**config.mk**
```make
export PLATFORM = sky130hd
export DESIGN_NAME = seg_capture_addr
export DESIGN_NICKNAME = d
export VERILOG_FILES = /design/src/rtl/sca_pkg.sv /design/src/rtl/sca_chdec.sv /design/src/rtl/sca_ptr.sv /design/src/rtl/sca_tslog.sv /design/src/rtl/sca_rdlatch.sv /design/src/rtl/seg_capture_addr.sv
export SDC_FILE = /design/constraint.sdc
export NUM_CORES = 1
export LEC_CHECK = 0
export ABC_CLOCK_PERIOD_IN_PS = 4450
export BUFFER_PORTS_ARGS = -buffer_cell sky130_fd_sc_hd__buf_2
export CORE_ASPECT_RATIO = 1.2
export CORE_MARGIN = 4
export CORE_UTILIZATION = 50
export CTS_CLUSTER_SIZE = 24
export DETAILED_ROUTE_END_ITERATION = 6
export PLACE_DENSITY = 0.76
export SLEW_MARGIN = 25
export SYNTH_ARGS = -nofsm -noshare
export SYNTH_HDL_FRONTEND = slang
export SYNTH_SLANG_ARGS = --single-unit
```
**constraint.sdc**
```tcl
create_clock -name clk -period 4.45 [get_ports clk]
set_input_delay 1.335 -clock clk [delete_from_list [all_inputs] [get_ports clk]]
set_output_delay 1.335 -clock clk [all_outputs]
set_load 0.1 [all_outputs]
```
**src/rtl/sca_pkg.sv**
```systemverilog
package sca_pkg;
   typedef enum logic {PH_PRE = 1'b0, PH_POST = 1'b1} phase_e;
endpackage

```
**src/rtl/sca_chdec.sv**
```systemverilog
// Channel count decode: log2 of channel count and channel mask; unlisted codes fall back to the maximum.
module sca_chdec #(
   parameter int MAX_CH_LOG = 4
) (
   input  logic [MAX_CH_LOG:0]                  ch_cnt_i,
   output logic [$clog2(MAX_CH_LOG+1)-1:0]      k_o,
   output logic [MAX_CH_LOG-1:0]                mask_o
);
   localparam int CW = MAX_CH_LOG + 1;
   localparam int KW = $clog2(MAX_CH_LOG + 1);

   always_comb begin
      k_o = KW'(MAX_CH_LOG);
      for (int i = 0; i < MAX_CH_LOG; i++) begin
         if (ch_cnt_i == (CW'(1) << i)) k_o = KW'(i);
      end
      mask_o = MAX_CH_LOG'((1 << k_o) - 1);
   end
endmodule

```
**src/rtl/sca_ptr.sv**
```systemverilog
// Sample index, phase, wrap count and fill flags.
module sca_ptr
   import sca_pkg::*;
#(
   parameter int MEM_AW     = 17,
   parameter int WRAP_W     = 7,
   parameter int MAX_CH_LOG = 4
) (
   input  logic                              clk,
   input  logic                              rst_n,
   input  logic [$clog2(MAX_CH_LOG+1)-1:0]   k_i,
   input  logic                              cont_i,
   input  logic                              done_i,
   input  logic                              trig_i,
   input  logic                              eoe_i,
   input  logic                              clr_ptr_i,
   input  logic [1:0]                        clr_flags_i,
   output logic [MEM_AW-1:0]                 idx_o,
   output logic [MEM_AW-1:0]                 idx_d_o,
   output logic [WRAP_W-1:0]                 wrap_d_o,
   output logic                              half_o,
   output logic                              full_o,
   output logic                              trig_ok_o,
   output logic                              eoe_ok_o
);
   logic [MEM_AW-1:0] idx_q, idx_d, save_q, save_d;
   logic [MEM_AW-1:0] seg_top, half_m, pre_m;
   logic [WRAP_W-1:0] wrap_q, wrap_d;
   phase_e            ph_q, ph_d;
   logic              half_q, full_q, set_h, set_f;
   logic              trig_ok, eoe_ok, ring_all;

   assign seg_top = {MEM_AW{1'b1}} >> k_i;
   assign pre_m   = seg_top >> 1;
   assign half_m  = pre_m + MEM_AW'(1);

   assign trig_ok  = trig_i && !cont_i && (ph_q == PH_PRE) && !clr_ptr_i;
   assign eoe_ok   = eoe_i && (ph_q == PH_POST) && !clr_ptr_i;
   assign ring_all = cont_i || (ph_q == PH_POST);

   always_comb begin
      idx_d  = idx_q;
      wrap_d = wrap_q;
      ph_d   = ph_q;
      save_d = save_q;
      set_h  = 1'b0;
      set_f  = 1'b0;
      if (clr_ptr_i) begin
         idx_d  = '0;
         wrap_d = '0;
      end else if (trig_ok) begin
         save_d = idx_q;
         idx_d  = half_m;
         ph_d   = PH_POST;
         set_h  = 1'b1;
      end else if (eoe_ok) begin
         idx_d = save_q;
         ph_d  = PH_PRE;
      end else if (done_i) begin
         if (ring_all && idx_q == seg_top) begin
            set_f = 1'b1;
            if (cont_i) begin
               idx_d  = '0;
               wrap_d = wrap_q + WRAP_W'(1);
            end
         end else if (ring_all) begin
            idx_d = idx_q + MEM_AW'(1);
            if (idx_d == half_m) set_h = 1'b1;
         end else begin
            idx_d = (idx_q + MEM_AW'(1)) & pre_m;
         end
      end
   end

   always_ff @(posedge clk or negedge rst_n) begin
      if (!rst_n) begin
         idx_q  <= '0;
         save_q <= '0;
         wrap_q <= '0;
         ph_q   <= PH_PRE;
         half_q <= 1'b0;
         full_q <= 1'b0;
      end else begin
         idx_q  <= idx_d;
         save_q <= save_d;
         wrap_q <= wrap_d;
         ph_q   <= ph_d;
         half_q <= set_h | (half_q & ~clr_flags_i[1]);
         full_q <= set_f | (full_q & ~clr_flags_i[0]);
      end
   end

   assign idx_o     = idx_q;
   assign idx_d_o   = idx_d;
   assign wrap_d_o  = wrap_d;
   assign half_o    = half_q;
   assign full_o    = full_q;
   assign trig_ok_o = trig_ok;
   assign eoe_ok_o  = eoe_ok;

   assert_seg_bound_R1: assert property (@(posedge clk) disable iff (!rst_n)
      (idx_q & ~seg_top) == '0);
   assert_pre_lower_R2: assert property (@(posedge clk) disable iff (!rst_n)
      (ph_q == PH_PRE && !cont_i) |-> (idx_q & half_m) == '0);
   assert_trig_jump_R3: assert property (@(posedge clk) disable iff (!rst_n)
      trig_ok |=> (idx_q == $past(half_m)) && (ph_q == PH_POST) && half_q);
   assert_full_hold_R4: assert property (@(posedge clk) disable iff (!rst_n)
      (full_q && !cont_i && !clr_ptr_i && !trig_ok && !eoe_ok) |=> idx_q == $past(idx_q));
   assert_eoe_restore_R5: assert property (@(posedge clk) disable iff (!rst_n)
      eoe_ok |=> (idx_q == $past(save_q)) && (ph_q == PH_PRE));
   assert_cont_wrap_R7: assert property (@(posedge clk) disable iff (!rst_n)
      (cont_i && done_i && !clr_ptr_i && idx_q == seg_top) |=>
         (wrap_q == $past(wrap_q) + WRAP_W'(1)) && full_q && idx_q == '0);
endmodule

```
**src/rtl/sca_tslog.sv**
```systemverilog
// Event counter and time-stamp write port.
module sca_tslog #(
   parameter int MEM_AW = 17,
   parameter int TS_AW  = 13
) (
   input  logic              clk,
   input  logic              rst_n,
   input  logic              trig_ok_i,
   input  logic              eoe_ok_i,
   input  logic [MEM_AW-1:0] idx_i,
   output logic              ts_we_o,
   output logic [TS_AW-1:0]  ts_addr_o,
   output logic [MEM_AW-1:0] ts_data_o
);
   logic [TS_AW-1:0] evt_q;

   always_ff @(posedge clk or negedge rst_n) begin
      if (!rst_n)        evt_q <= '0;
      else if (eoe_ok_i) evt_q <= evt_q + TS_AW'(1);
   end

   assign ts_we_o   = trig_ok_i;
   assign ts_addr_o = evt_q;
   assign ts_data_o = idx_i;

   assert_evt_step_R5: assert property (@(posedge clk) disable iff (!rst_n)
      eoe_ok_i |=> evt_q == $past(evt_q) + TS_AW'(1));
   assert_evt_hold_R5: assert property (@(posedge clk) disable iff (!rst_n)
      !eoe_ok_i |=> $stable(evt_q));
endmodule

```
**src/rtl/sca_rdlatch.sv**
```systemverilog
// Host readback latch: loads at scan end or when a read finishes, never while a read is active.
module sca_rdlatch #(
   parameter int DW = 24
) (
   input  logic          clk,
   input  logic          rst_n,
   input  logic          rd_i,
   input  logic          done_i,
   input  logic [DW-1:0] live_i,
   output logic [DW-1:0] rd_data_o
);
   logic          rd_prev;
   logic [DW-1:0] lat_q;

   always_ff @(posedge clk or negedge rst_n) begin
      if (!rst_n) begin
         rd_prev <= 1'b0;
         lat_q   <= '0;
      end else begin
         rd_prev <= rd_i;
         if (!rd_i && (done_i || rd_prev)) lat_q <= live_i;
      end
   end

   assign rd_data_o = lat_q;

   assert_read_stable_R10: assert property (@(posedge clk) disable iff (!rst_n)
      rd_i |=> $stable(rd_data_o));
endmodule

```
**src/rtl/seg_capture_addr.sv**
```systemverilog
module seg_capture_addr
   import sca_pkg::*;
#(
   parameter int MEM_AW     = 17,
   parameter int WRAP_W     = 7,
   parameter int TS_AW      = 13,
   parameter int MAX_CH_LOG = 4
) (
   input  logic                      clk,
   input  logic                      rst_n,
   input  logic                      step_i,
   input  logic [MAX_CH_LOG-1:0]     chan_i,
   input  logic                      trig_i,
   input  logic                      eoe_i,
   input  logic                      cont_i,
   input  logic [MAX_CH_LOG:0]       ch_cnt_i,
   input  logic                      clr_ptr_i,
   input  logic [1:0]                clr_flags_i,
   input  logic                      rd_i,
   output logic                      wr_en_o,
   output logic [MEM_AW-1:0]         wr_addr_o,
   output logic                      half_o,
   output logic                      full_o,
   output logic                      ts_we_o,
   output logic [TS_AW-1:0]          ts_addr_o,
   output logic [MEM_AW-1:0]         ts_data_o,
   output logic [MEM_AW+WRAP_W-1:0]  rd_data_o
);
   localparam int KW = $clog2(MAX_CH_LOG + 1);
   localparam int DW = MEM_AW + WRAP_W;

   if (MEM_AW < MAX_CH_LOG + 2) begin : g_bad_aw
      $error("MEM_AW too small for the channel split");
   end
   if (WRAP_W < 1 || TS_AW < 1 || MAX_CH_LOG < 1) begin : g_bad_w
      $error("WRAP_W, TS_AW and MAX_CH_LOG must be positive");
   end

   logic [KW-1:0]         k;
   logic [MAX_CH_LOG-1:0] mask;
   logic [MEM_AW-1:0]     idx, idx_d, chan_ext;
   logic [WRAP_W-1:0]     wrap_d;
   logic                  done, trig_ok, eoe_ok;

   sca_chdec #(.MAX_CH_LOG(MAX_CH_LOG)) u_dec (
      .ch_cnt_i (ch_cnt_i),
      .k_o      (k),
      .mask_o   (mask)
   );

   assign wr_en_o   = step_i && !(full_o && !cont_i);
   assign done      = wr_en_o && ((chan_i & mask) == mask);
   assign chan_ext  = MEM_AW'(chan_i & mask);
   assign wr_addr_o = idx | (chan_ext << (MEM_AW - int'(k)));

   sca_ptr #(.MEM_AW(MEM_AW), .WRAP_W(WRAP_W), .MAX_CH_LOG(MAX_CH_LOG)) u_ptr (
      .clk         (clk),
      .rst_n       (rst_n),
      .k_i         (k),
      .cont_i      (cont_i),
      .done_i      (done),
      .trig_i      (trig_i),
      .eoe_i       (eoe_i),
      .clr_ptr_i   (clr_ptr_i),
      .clr_flags_i (clr_flags_i),
      .idx_o       (idx),
      .idx_d_o     (idx_d),
      .wrap_d_o    (wrap_d),
      .half_o      (half_o),
      .full_o      (full_o),
      .trig_ok_o   (trig_ok),
      .eoe_ok_o    (eoe_ok)
   );

   sca_tslog #(.MEM_AW(MEM_AW), .TS_AW(TS_AW)) u_ts (
      .clk       (clk),
      .rst_n     (rst_n),
      .trig_ok_i (trig_ok),
      .eoe_ok_i  (eoe_ok),
      .idx_i     (idx),
      .ts_we_o   (ts_we_o),
      .ts_addr_o (ts_addr_o),
      .ts_data_o (ts_data_o)
   );

   sca_rdlatch #(.DW(DW)) u_rd (
      .clk       (clk),
      .rst_n     (rst_n),
      .rd_i      (rd_i),
      .done_i    (done),
      .live_i    ({wrap_d, idx_d}),
      .rd_data_o (rd_data_o)
   );

   assert_ts_pre_R6: assert property (@(posedge clk) disable iff (!rst_n)
      ts_we_o |-> (ts_data_o & ~(({MEM_AW{1'b1}} >> k) >> 1)) == '0);
endmodule

```
==> reports/summary.txt, run 1 <==
Failing checks - setup timing
Overall Global Routing Usage - 0.259
Area share of the largest cell type after synthesis - 0.411
Layout cells sized above 1 - 0.366
DRC - 0
Worst Path Arrival - 3.29 ns
Hold crit path type - register to register
Final setup skew - 0.00781 ns
Ys async rst share - 1.00
# nets final - 667
Number of global-route vias before repair - 4796
Critical path peak fanout - 3
Area growth from synthesis to layout - 31.8%
Gr ovfl total - 0
Total of max-cap violations - 0
GRT met3 Usage - 0.0463
Worst-path clk slew - 0.06 ns
TritonCTS clock tree - built
Cell Rows - 39
# clock sinks - 82
EDFF count, synth - 0
Setup TNS Final - -1.14 ns
Flops & latches, synth - 82
Min Tclk post-route - 4.62 ns
Setup CP Type - input port to primary output
Floorplan die width - 99.2 µm
PwrDens - 460 nW/µm²
Drt wl/cell - 19.5 µm
Antenna Nets Post-Route - 0
GRT Max-Usage Layer - met2
Actual slew at the worst max-slew pin - 0.744 ns
Area of the multi-input gates - 2940 µm²
Worst setup EP type - primary output
Layout fillers - 743
Fin area - 6580 µm²
# diodes - 0
Yosys top cell by area - dfrtp_1
Worst IR Drop VDD - 0.381 mV
FF/Latch Area - 2050 µm²
Clk Latency, worst-skew pair - 0.34 ns
Die outline height - 117 µm
Synth Area per Inst - 9.45 µm²
RSZ-0062 raised after global routing - yes
Final Setup Violations - 9
Static Leak - 3.07 nW
Synth top area cells - dfrtp_1, mux2_2, xnor2_1
Vias post-DR - 4652
First-pass GRT wire length - 24200 µm
Seq/Total Area, Yosys - 0.411
Worst hold margin - 0.465 ns
Hold Vio Cnt, Final - 0
Initial antenna violation count - 0
Clock Path Buffers - 2
Detailed placement HPWL - 10700 µm
Max Slew Vio Count - 0
Clock tree root buffer cell - clkbuf_16
CTS Buf Count - 9
Status - finished, violations left
Crit start category - input port
Port bufs - 93
Placer Congestion - 0.948
Synth Flop Type - dfrtp_1
Placed instance area - 6130 µm²
YS warnings - 0
Worst slew margin - 0.504
Worst EP required - 3.12 ns
Max Freq - 0.216 GHz
Met2 Resource Use GR - 0.439
Post-Synthesis Cells - 528
Distinct cells, synth - 70
Die area - 11600 µm²
Drt initial violations - 300
H-tree Lvls - 3
Largest net degree at the start of global routing - 83
Mapped Area - 4990 µm²
Synth Net Count - 557
I/O pin cnt - 94
First-pass iteration count of the detailed router - 5
Setup ws final - -0.171 ns
Routing usage on met1 - 0.315
Initial core utilization - 0.519
Post-CTS Hold Fix Bufs - 0
Via density - 6.08
Fin crit share - 1.04
CORE AREA - 9610 µm²
WL final - 14900 µm
[area by class of cell]
type	instances	area share
Clock inverter	6	0.0175
Sequential cell	82	0.312
Tap cell	123	0.0234
Inverter	10	0.00742
Clock buffer	9	0.0342
Multi-Input combinational cell	390	0.448
Timing Repair Buffer	145	0.158
[metrics by stage]
stage	util	power, mW	worst slack [ns]	cells
global route	0.684	3.13	-0.259	765
detailed placement	0.637	2.17	-0.378	749
floorplan	-	1.87	-0.432	528
global placement	0.637	2.14	-0.302	749
finish	0.684	3.03	-0.171	765
CTS	0.680	3.02	-0.161	765
[final timing paths]
check	slack, ns	end	from	cells after the start
worst max-delay path	-0.17	wr_addr_o[16]	ch_cnt_i[1]	11
worst min-delay path	0.46	u_ts.ts_addr_o[12]$_DFFE_PN0P_	u_ts.ts_addr_o[12]$_DFFE_PN0P_	1
worst max register to register	0.83	u_ptr.half_o$_DFF_PN0_	u_ptr.idx_o[2]$_DFF_PN0_	13
worst min register to register	0.46	u_ts.ts_addr_o[12]$_DFFE_PN0P_	u_ts.ts_addr_o[12]$_DFFE_PN0P_	1
max in group asynchronous	2.90	u_ptr.idx_o[16]$_DFF_PN0_	rst_n	1
min in group asynchronous	1.02	u_ptr.idx_o[15]$_DFF_PN0_	rst_n	1
[logic make-up (layout without fill, tap and decap cells)]
logic type,Yosys count,after routing,share of synthesized area
multiplexers,29,29,0.0650
buffers and inverters,56,170,0.0484
flip-flops,82,82,0.411
other,1,1,0.000752
XOR/XNOR,48,48,0.0843
adder cells (fa/ha/maj),10,10,0.0251
AO/OA/AOI/OAI,116,116,0.170
AND/OR/NAND/NOR,186,186,0.195
[cell usage in the layout (no fill, tap or decap), types with 3 or more instances in the layout]
master     netlist  final
dfrtp_1         82     82
buf_2            8     80
buf_4            1     51
nand2_1         45     45
nor2_1          42     40
xnor2_1         30     29
mux2_2          26     26
nand3_1         20     19
xor2_1          18     18
o21ai_0         21     18
nor3_1          16     15
a21oi_1         17     15
o31ai_1         15     14
buf_12           0     11
and3_1          10     10
nand4_1          9      9
clkbuf_16        0      9
inv_1            7      7
ha_1            10      7
nor4_1           6      6
nor3b_1          7      6
o21bai_4         0      6
o211ai_1         5      5
or3_1            5      5
o22ai_1          6      5
a221oi_1         5      5
and2_1           4      4
a22oi_1          4      4
o21ai_1          3      3
o211a_1          3      3
nor2_2           1      3
nand2b_1         3      3
a311oi_1         3      3
a211oi_1         3      3
bufinv_16        0      3
buf_6            2      3
[routing by layer]
metal	up-vias	wire length [µm]
met5	-	0
met4	0	530
met3	49	976
met2	200	7630
met1	2284	5800
li1	2119	-
[synth_stat cells, drive strengths merged, types with 2 or more instances]
cell type / count
clkbuf: 35
o21ai: 24
mux2i: 2
a31oi: 4
xor2: 18
or3: 5
a221oi: 5
xnor2: 30
buf: 11
nand3b: 2
o31ai: 17
a31o: 3
nand3: 21
nand2b: 3
o211ai: 5
nor2: 44
a311oi: 3
nor3b: 7
mux2: 27
ha: 10
nand4: 9
nand2: 45
or4: 2
o21bai: 6
o211a: 3
a21o: 2
and3: 10
a211oi: 3
o22ai: 6
nor3: 16
a221o: 2
and2: 5
or4b: 3
a22oi: 4
dfrtp: 82
nor4: 7
o221ai: 2
inv: 9
or2: 4
a21oi: 17
a21boi: 2
[worst max-delay path, stage by stage]
cell and delay (ns):
buf_6 0.09, or4b_4 0.57, nor2_8 0.13, inv_4 0.05, ha_4 0.22, nor3b_4 0.21, a31oi_4 0.06, o22ai_2 0.15
nand2_1 0.11, o21ai_4 0.16, buf_12 0.19
[registers in the layout (all words and copies together), names as in the netlist, 7 cells and up]
name / flops
u_ptr.idx_o: 17
u_ptr.save_q: 17
u_ptr.wrap_q: 7
u_rd.rd_data_o: 24
u_ts.ts_addr_o: 13
[what timing repair did]
item / CTS / global route
endpoints found under the hold margin: 0 / 0
gates cloned: 0 / 0
setup buffers: 2 / 0
pin swaps: 9 / 2
endpoints found under the setup margin: 10 / 9
resized for setup: 13 / 5
[report_power, final]
part	switching (mW)	total (mW)	internal [mW]
sequential	0.124	0.962	0.838
combinational	0.908	1.22	0.309
clock	0.300	0.847	0.548
total	1.33	3.03	1.69
No activity file was read; power rests on OpenSTA's default activity.
==> run 2: changes to the inputs <==
- CORE_UTILIZATION: 50 -> 51
- PLACE_DENSITY: 0.76 -> 0.77
==> reports/summary.txt, run 2 (synthesis results as in run 1) <==
Drt initial violations - 309
Clock Power Share - 0.238
Hold crit path type - register to register
Layout cells sized above 1 - 0.384
Detailed placement HPWL - 10600 µm
Initial core utilization - 0.524
Min Tclk post-route - 4.70 ns
Crit-path leading delay family - simple AND/OR/NAND/NOR gates
Worst stage delay on the critical path - 0.58 ns
Layout fillers - 742
Worst Path Arrival - 3.37 ns
Switching Share - 0.462
Met2 Resource Use GR - 0.449
Clk Latency, worst-skew pair - 0.34 ns
Antenna Nets Post-Route - 0
Most used cell, CP - buf_6
Routing usage on met1 - 0.329
Static Leak - 3.09 nW
DRC - 0
Failing checks - setup timing
Worst path bufs/invs - 4
# diodes - 0
PwrDens - 432 nW/µm²
Hold Vio Cnt, Final - 0
Total of max-cap violations - 0
H-tree Lvls - 3
Max Freq - 0.213 GHz
Commonest non-fill, non-tap cells in the layout - dfrtp_1, buf_2, buf_4, nand2_1, nor2_1
Die outline height - 116 µm
GRT Max-Usage Layer - met2
Initial antenna violation count - 0
Fin crit share - 1.06
Die area - 11400 µm²
CTS Buf Count - 9
Placed instance area - 6100 µm²
Gr ovfl total - 0
Worst setup EP type - primary output
Worst IR Drop VDD - 0.429 mV
Max reg flops - 24
RSZ-0062 raised after global routing - yes
FF/Latch Area - 2050 µm²
Post-CTS Hold Fix Bufs - 0
Worst slew margin - 0.507
GRT met3 Usage - 0.0460
Worst EP required - 3.12 ns
Largest net degree at the start of global routing - 83
Status - finished, violations left
Sequential cell fraction of total power - 0.334
Number of global-route vias before repair - 4794
CORE AREA - 9520 µm²
Final setup skew - 0.00758 ns
Critical path peak fanout - 3
WL final - 15400 µm
Fin area - 6640 µm²
First-pass GRT wire length - 24300 µm
Overall Global Routing Usage - 0.265
Setup ws final - -0.252 ns
Worst-path clk slew - 0.06 ns
# nets final - 675
Commonest non-fill, non-tap cell in the layout - dfrtp_1
P_int - 1.54 mW
First-pass iteration count of the detailed router - 6
Port bufs - 93
Vias post-DR - 4713
Area of the multi-input gates - 3000 µm²
Drt wl/cell - 19.9 µm
Design Power - 2.87 mW
Clock tree root buffer cell - clkbuf_16
Crit start category - input port
I/O pin cnt - 94
Final Setup Violations - 9
TritonCTS clock tree - built
Comb power frac - 0.428
# clock sinks - 82
Setup CP Type - input port to primary output
Max Slew Vio Count - 0
Clock Path Buffers - 2
Floorplan die width - 98.3 µm
Placer Congestion - 0.951
Worst path cell trace - buf_6 > or4b_4 > nor2_8 > inv_4 > ha_4 > xnor2_4 > buf_6 > a31oi_4 > o22ai_4 > nand2_2 > o21ai_4 > buf_12
Slowest-stage cell, CP - or4b_4
Actual slew at the worst max-slew pin - 0.740 ns
Area growth from synthesis to layout - 33.1%
Psw - 1.33 mW
Cell Rows - 39
Via density - 6.09
## run 2: cell count changes in the layout (fill, tap and decap cells not counted), sizes merged
cell,change
clkinvlp,+1
buf,+8
bufinv,-3
clkinv,+2
inv,-1
clkbuf,+2
## run 2: layout make-up
class | instances | share of cell area
Multi-Input combinational cell | 390 | 0.452
Sequential cell | 82 | 0.309
Timing Repair Buffer | 153 | 0.167
Clock buffer | 11 | 0.0366
Tap cell | 123 | 0.0232
Inverter | 10 | 0.00735
Clock inverter | 5 | 0.00452
## run 2: timing repair
item                                    in CTS  in global routing
pin swaps                                   15                 16
endpoints found under the setup margin      10                 13
resized for setup                           14                 23
cloned                                       0                  0
buffers inserted                             4                  7
## run 2: power groups by stage
stage / clock network (mW) / logic [mW] / registers, mW
2_1_floorplan: 0 / 0.544 / 1.32
3_3_place_gp: 0 / 1.17 / 0.960
3_5_place_dp: 0 / 1.19 / 0.967
4_1_cts: 0.693 / 1.20 / 0.953
5_1_grt: 0.726 / 1.28 / 0.969
6_report: 0.684 / 1.23 / 0.958
## run 2: metrics by stage
step	worst slack [ns]	utilization	instances	setup TNS [ns]	hold WS, ns
after floorplan	-0.432	-	528	-2.65	0.475
after detailed placement	-0.362	0.641	748	-8.14	0.461
final	-0.252	0.698	774	-1.66	0.469
after CTS	-0.213	0.679	767	-1.54	0.473
after global routing	-0.345	0.698	774	-2.21	0.484
after global placement	-0.336	0.641	748	-6.18	0.451
## run 2: worst paths after layout
kind,start,endpoint,slack (ns),cells after the start
worst max-delay path,ch_cnt_i[1],wr_addr_o[16],-0.25,12
worst min-delay path,u_ts.ts_addr_o[12]$_DFFE_PN0P_,u_ts.ts_addr_o[12]$_DFFE_PN0P_,0.47,1
worst max register to register,u_ptr.idx_o[2]$_DFF_PN0_,u_ptr.half_o$_DFF_PN0_,0.80,13
worst min register to register,u_ts.ts_addr_o[12]$_DFFE_PN0P_,u_ts.ts_addr_o[12]$_DFFE_PN0P_,0.47,1
max in group asynchronous,rst_n,u_rd.rd_data_o[17]$_DFFE_PN0P_,2.91,1
min in group asynchronous,rst_n,u_rd.rd_data_o[0]$_DFFE_PN0P_,1.04,1
## run 2: metal layers
| metal | vias up | share of wire |
|---|---|---|
| met1 | 2287 | 0.39 |
| met5 | - | 0 |
| li1 | 2129 | - |
| met4 | 0 | 0.033 |
| met3 | 53 | 0.067 |
| met2 | 244 | 0.51 |
## run 2: worst register-to-register path, cell delays in order, from the launching register on
cell     delay (ns)
dfrtp_1        0.52
and3_1         0.24
and4_1         0.30
nand2_1        0.12
xnor2_1        0.19
ha_1           0.32
nand2_1        0.05
nor3_1         0.17
or4b_1         0.44
or4_1          0.51
nor3_1         0.19
nand4_1        0.10
or3_1          0.33
o21ai_1        0.12
==> run 3: changes to the inputs <==
- PLACE_DENSITY: 0.77 -> unset
- PLACE_DENSITY_LB_ADDON: unset -> 0.15
==> reports/summary.txt, run 3 (synthesis results as in run 1) <==
Static Leak - 3.16 nW
Initial antenna violation count - 0
Critical path peak fanout - 3
CORE AREA - 9520 µm²
Port bufs - 93
Final setup skew - 0.00967 ns
H-tree Lvls - 3
Cell Rows - 39
Layout cells sized above 1 - 0.400
Worst path bufs/invs - 3
First-pass iteration count of the detailed router - 4
Max Slew Vio Count - 0
FF/Latch Area - 2050 µm²
Commonest non-fill, non-tap cell in the layout - dfrtp_1
Antenna Nets Post-Route - 0
Worst EP required - 3.12 ns
Number of global-route vias before repair - 4714
Crit-path leading delay family - simple AND/OR/NAND/NOR gates
DRC - 0
Clock tree root buffer cell - clkbuf_16
Via density - 5.93
Detailed placement HPWL - 10400 µm
Flop2flop setup slack - 0.90 ns
# diodes - 0
I/O pin cnt - 94
Design Power - 3.01 mW
Die area - 11400 µm²
First-pass GRT wire length - 24100 µm
Worst reg2reg endpoint - u_ptr.half_o$_DFF_PN0_
Min Tclk post-route - 4.63 ns
Actual slew at the worst max-slew pin - 0.749 ns
HP Start - u_ts.ts_addr_o[12]$_DFFE_PN0P_
Max reg flops - 24
RSZ-0062 raised after global routing - yes
Crit start category - input port
Drt initial violations - 255
Max Freq - 0.216 GHz
Worst stage delay on the critical path - 0.57 ns
Worst IR Drop VDD - 0.334 mV
# clock sinks - 82
Critical R2R Launch - u_ptr.idx_o[2]$_DFF_PN0_
Worst path cell trace - buf_6 > or4b_4 > nor2_8 > inv_4 > ha_4 > nor3b_4 > a31oi_2 > a21oi_2 > a31o_2 > buf_12
Status - finished, violations left
Worst Path Arrival - 3.30 ns
Setup CP Type - input port to primary output
Total of max-cap violations - 0
PwrDens - 444 nW/µm²
Hold path endpoint - u_ts.ts_addr_o[12]$_DFFE_PN0P_
Worst hold margin - 0.463 ns
Hold Vio Cnt, Final - 0
Floorplan die width - 98.3 µm
CTS Buf Count - 9
Hold crit path type - register to register
Placer Congestion - 0.988
Gr ovfl total - 0
# nets final - 679
WHS Path Cells - 1
Reg2Reg Depth - 13
WL final - 14700 µm
Initial core utilization - 0.524
Largest net degree at the start of global routing - 83
Area of the multi-input gates - 3050 µm²
Setup ws final - -0.183 ns
Area growth from synthesis to layout - 35.8%
Worst-path clk slew - 0.06 ns
Clock Path Buffers - 2
Drt wl/cell - 18.9 µm
Clk Latency, worst-skew pair - 0.34 ns
Failing checks - setup timing
Overall Global Routing Usage - 0.265
Post-CTS Hold Fix Bufs - 0
Layout fillers - 732
Vias post-DR - 4616
Commonest non-fill, non-tap cells in the layout - dfrtp_1, buf_2, buf_4, nand2_1, nor2_1
Die outline height - 116 µm
Worst setup EP type - primary output
Final Setup Violations - 9
Util after Layout - 0.712
Worst slew margin - 0.498
Slowest-stage cell, CP - or4b_4
Fin crit share - 1.04
TritonCTS clock tree - built
-- run 3: stage by stage --
step	setup TNS [ns]	worst slack [ns]	instances	instance area (µm²)
6_report	-1.42	-0.183	778	6770
5_1_grt	-2.08	-0.259	778	6770
4_1_cts	-1.30	-0.168	773	6600
3_5_place_dp	-8.89	-0.301	752	6150
3_3_place_gp	-6.37	-0.259	752	6150
2_1_floorplan	-2.65	-0.432	528	5170
-- run 3: worst max-delay path by stage --
stage | start | end | cells past startpoint
final | ch_cnt_i[1] | wr_addr_o[14] | 10
after global routing | ch_cnt_i[1] | wr_addr_o[13] | 12
after CTS | ch_cnt_i[1] | wr_addr_o[13] | 12
after detailed placement | ch_cnt_i[1] | u_rd.rd_data_o[12]$_DFFE_PN0P_ | 15
after global placement | ch_cnt_i[1] | wr_addr_o[13] | 10
after floorplan | ch_cnt_i[3] | wr_addr_o[11] | 10
-- run 3: what timing repair did --
action                                  in CTS  in global routing
endpoints found under the setup margin       9                 26
gates resized for setup                     16                 26
setup buffers                                6                  6
pin swaps                                    7                  5
cloned                                       0                  0
-- run 3: layout make-up --
class                           instances  share of cell area
Sequential cell                        82               0.303
Inverter                               10             0.00720
Timing Repair Buffer                  157               0.169
Clock buffer                           10              0.0353
Multi-Input combinational cell        390               0.450
Clock inverter                          6              0.0131
Tap cell                              123              0.0227
-- run 3: per-layer routing --
| metal | GRT usage | vias up | wire length, µm |
|---|---|---|---|
| met5 | 0 | - | 0 |
| met4 | 0.122 | 0 | 470 |
| met3 | 0.0568 | 32 | 781 |
| met2 | 0.447 | 153 | 7380 |
| met1 | 0.329 | 2283 | 6040 |
| li1 | - | 2148 | - |
-- run 3: power by group --
group          internal [mW]  total, mW  leakage (nW)  switching [mW]
clock                  0.508      0.817         0.160           0.308
combinational          0.324       1.24          1.88           0.912
sequential             0.838      0.952          1.12           0.114
total                   1.67       3.01          3.16            1.33
-- run 3: worst register-to-register path, cell delays in order, from the launching register on --
cell	delay, ns
dfrtp_1	0.51
and3_1	0.24
and4_1	0.30
nand2_1	0.10
xnor2_1	0.15
ha_1	0.30
nand2_1	0.05
nor3_1	0.13
or4b_1	0.43
or4_1	0.51
nor3_1	0.22
nand4_1	0.10
or3_1	0.33
o21ai_1	0.12
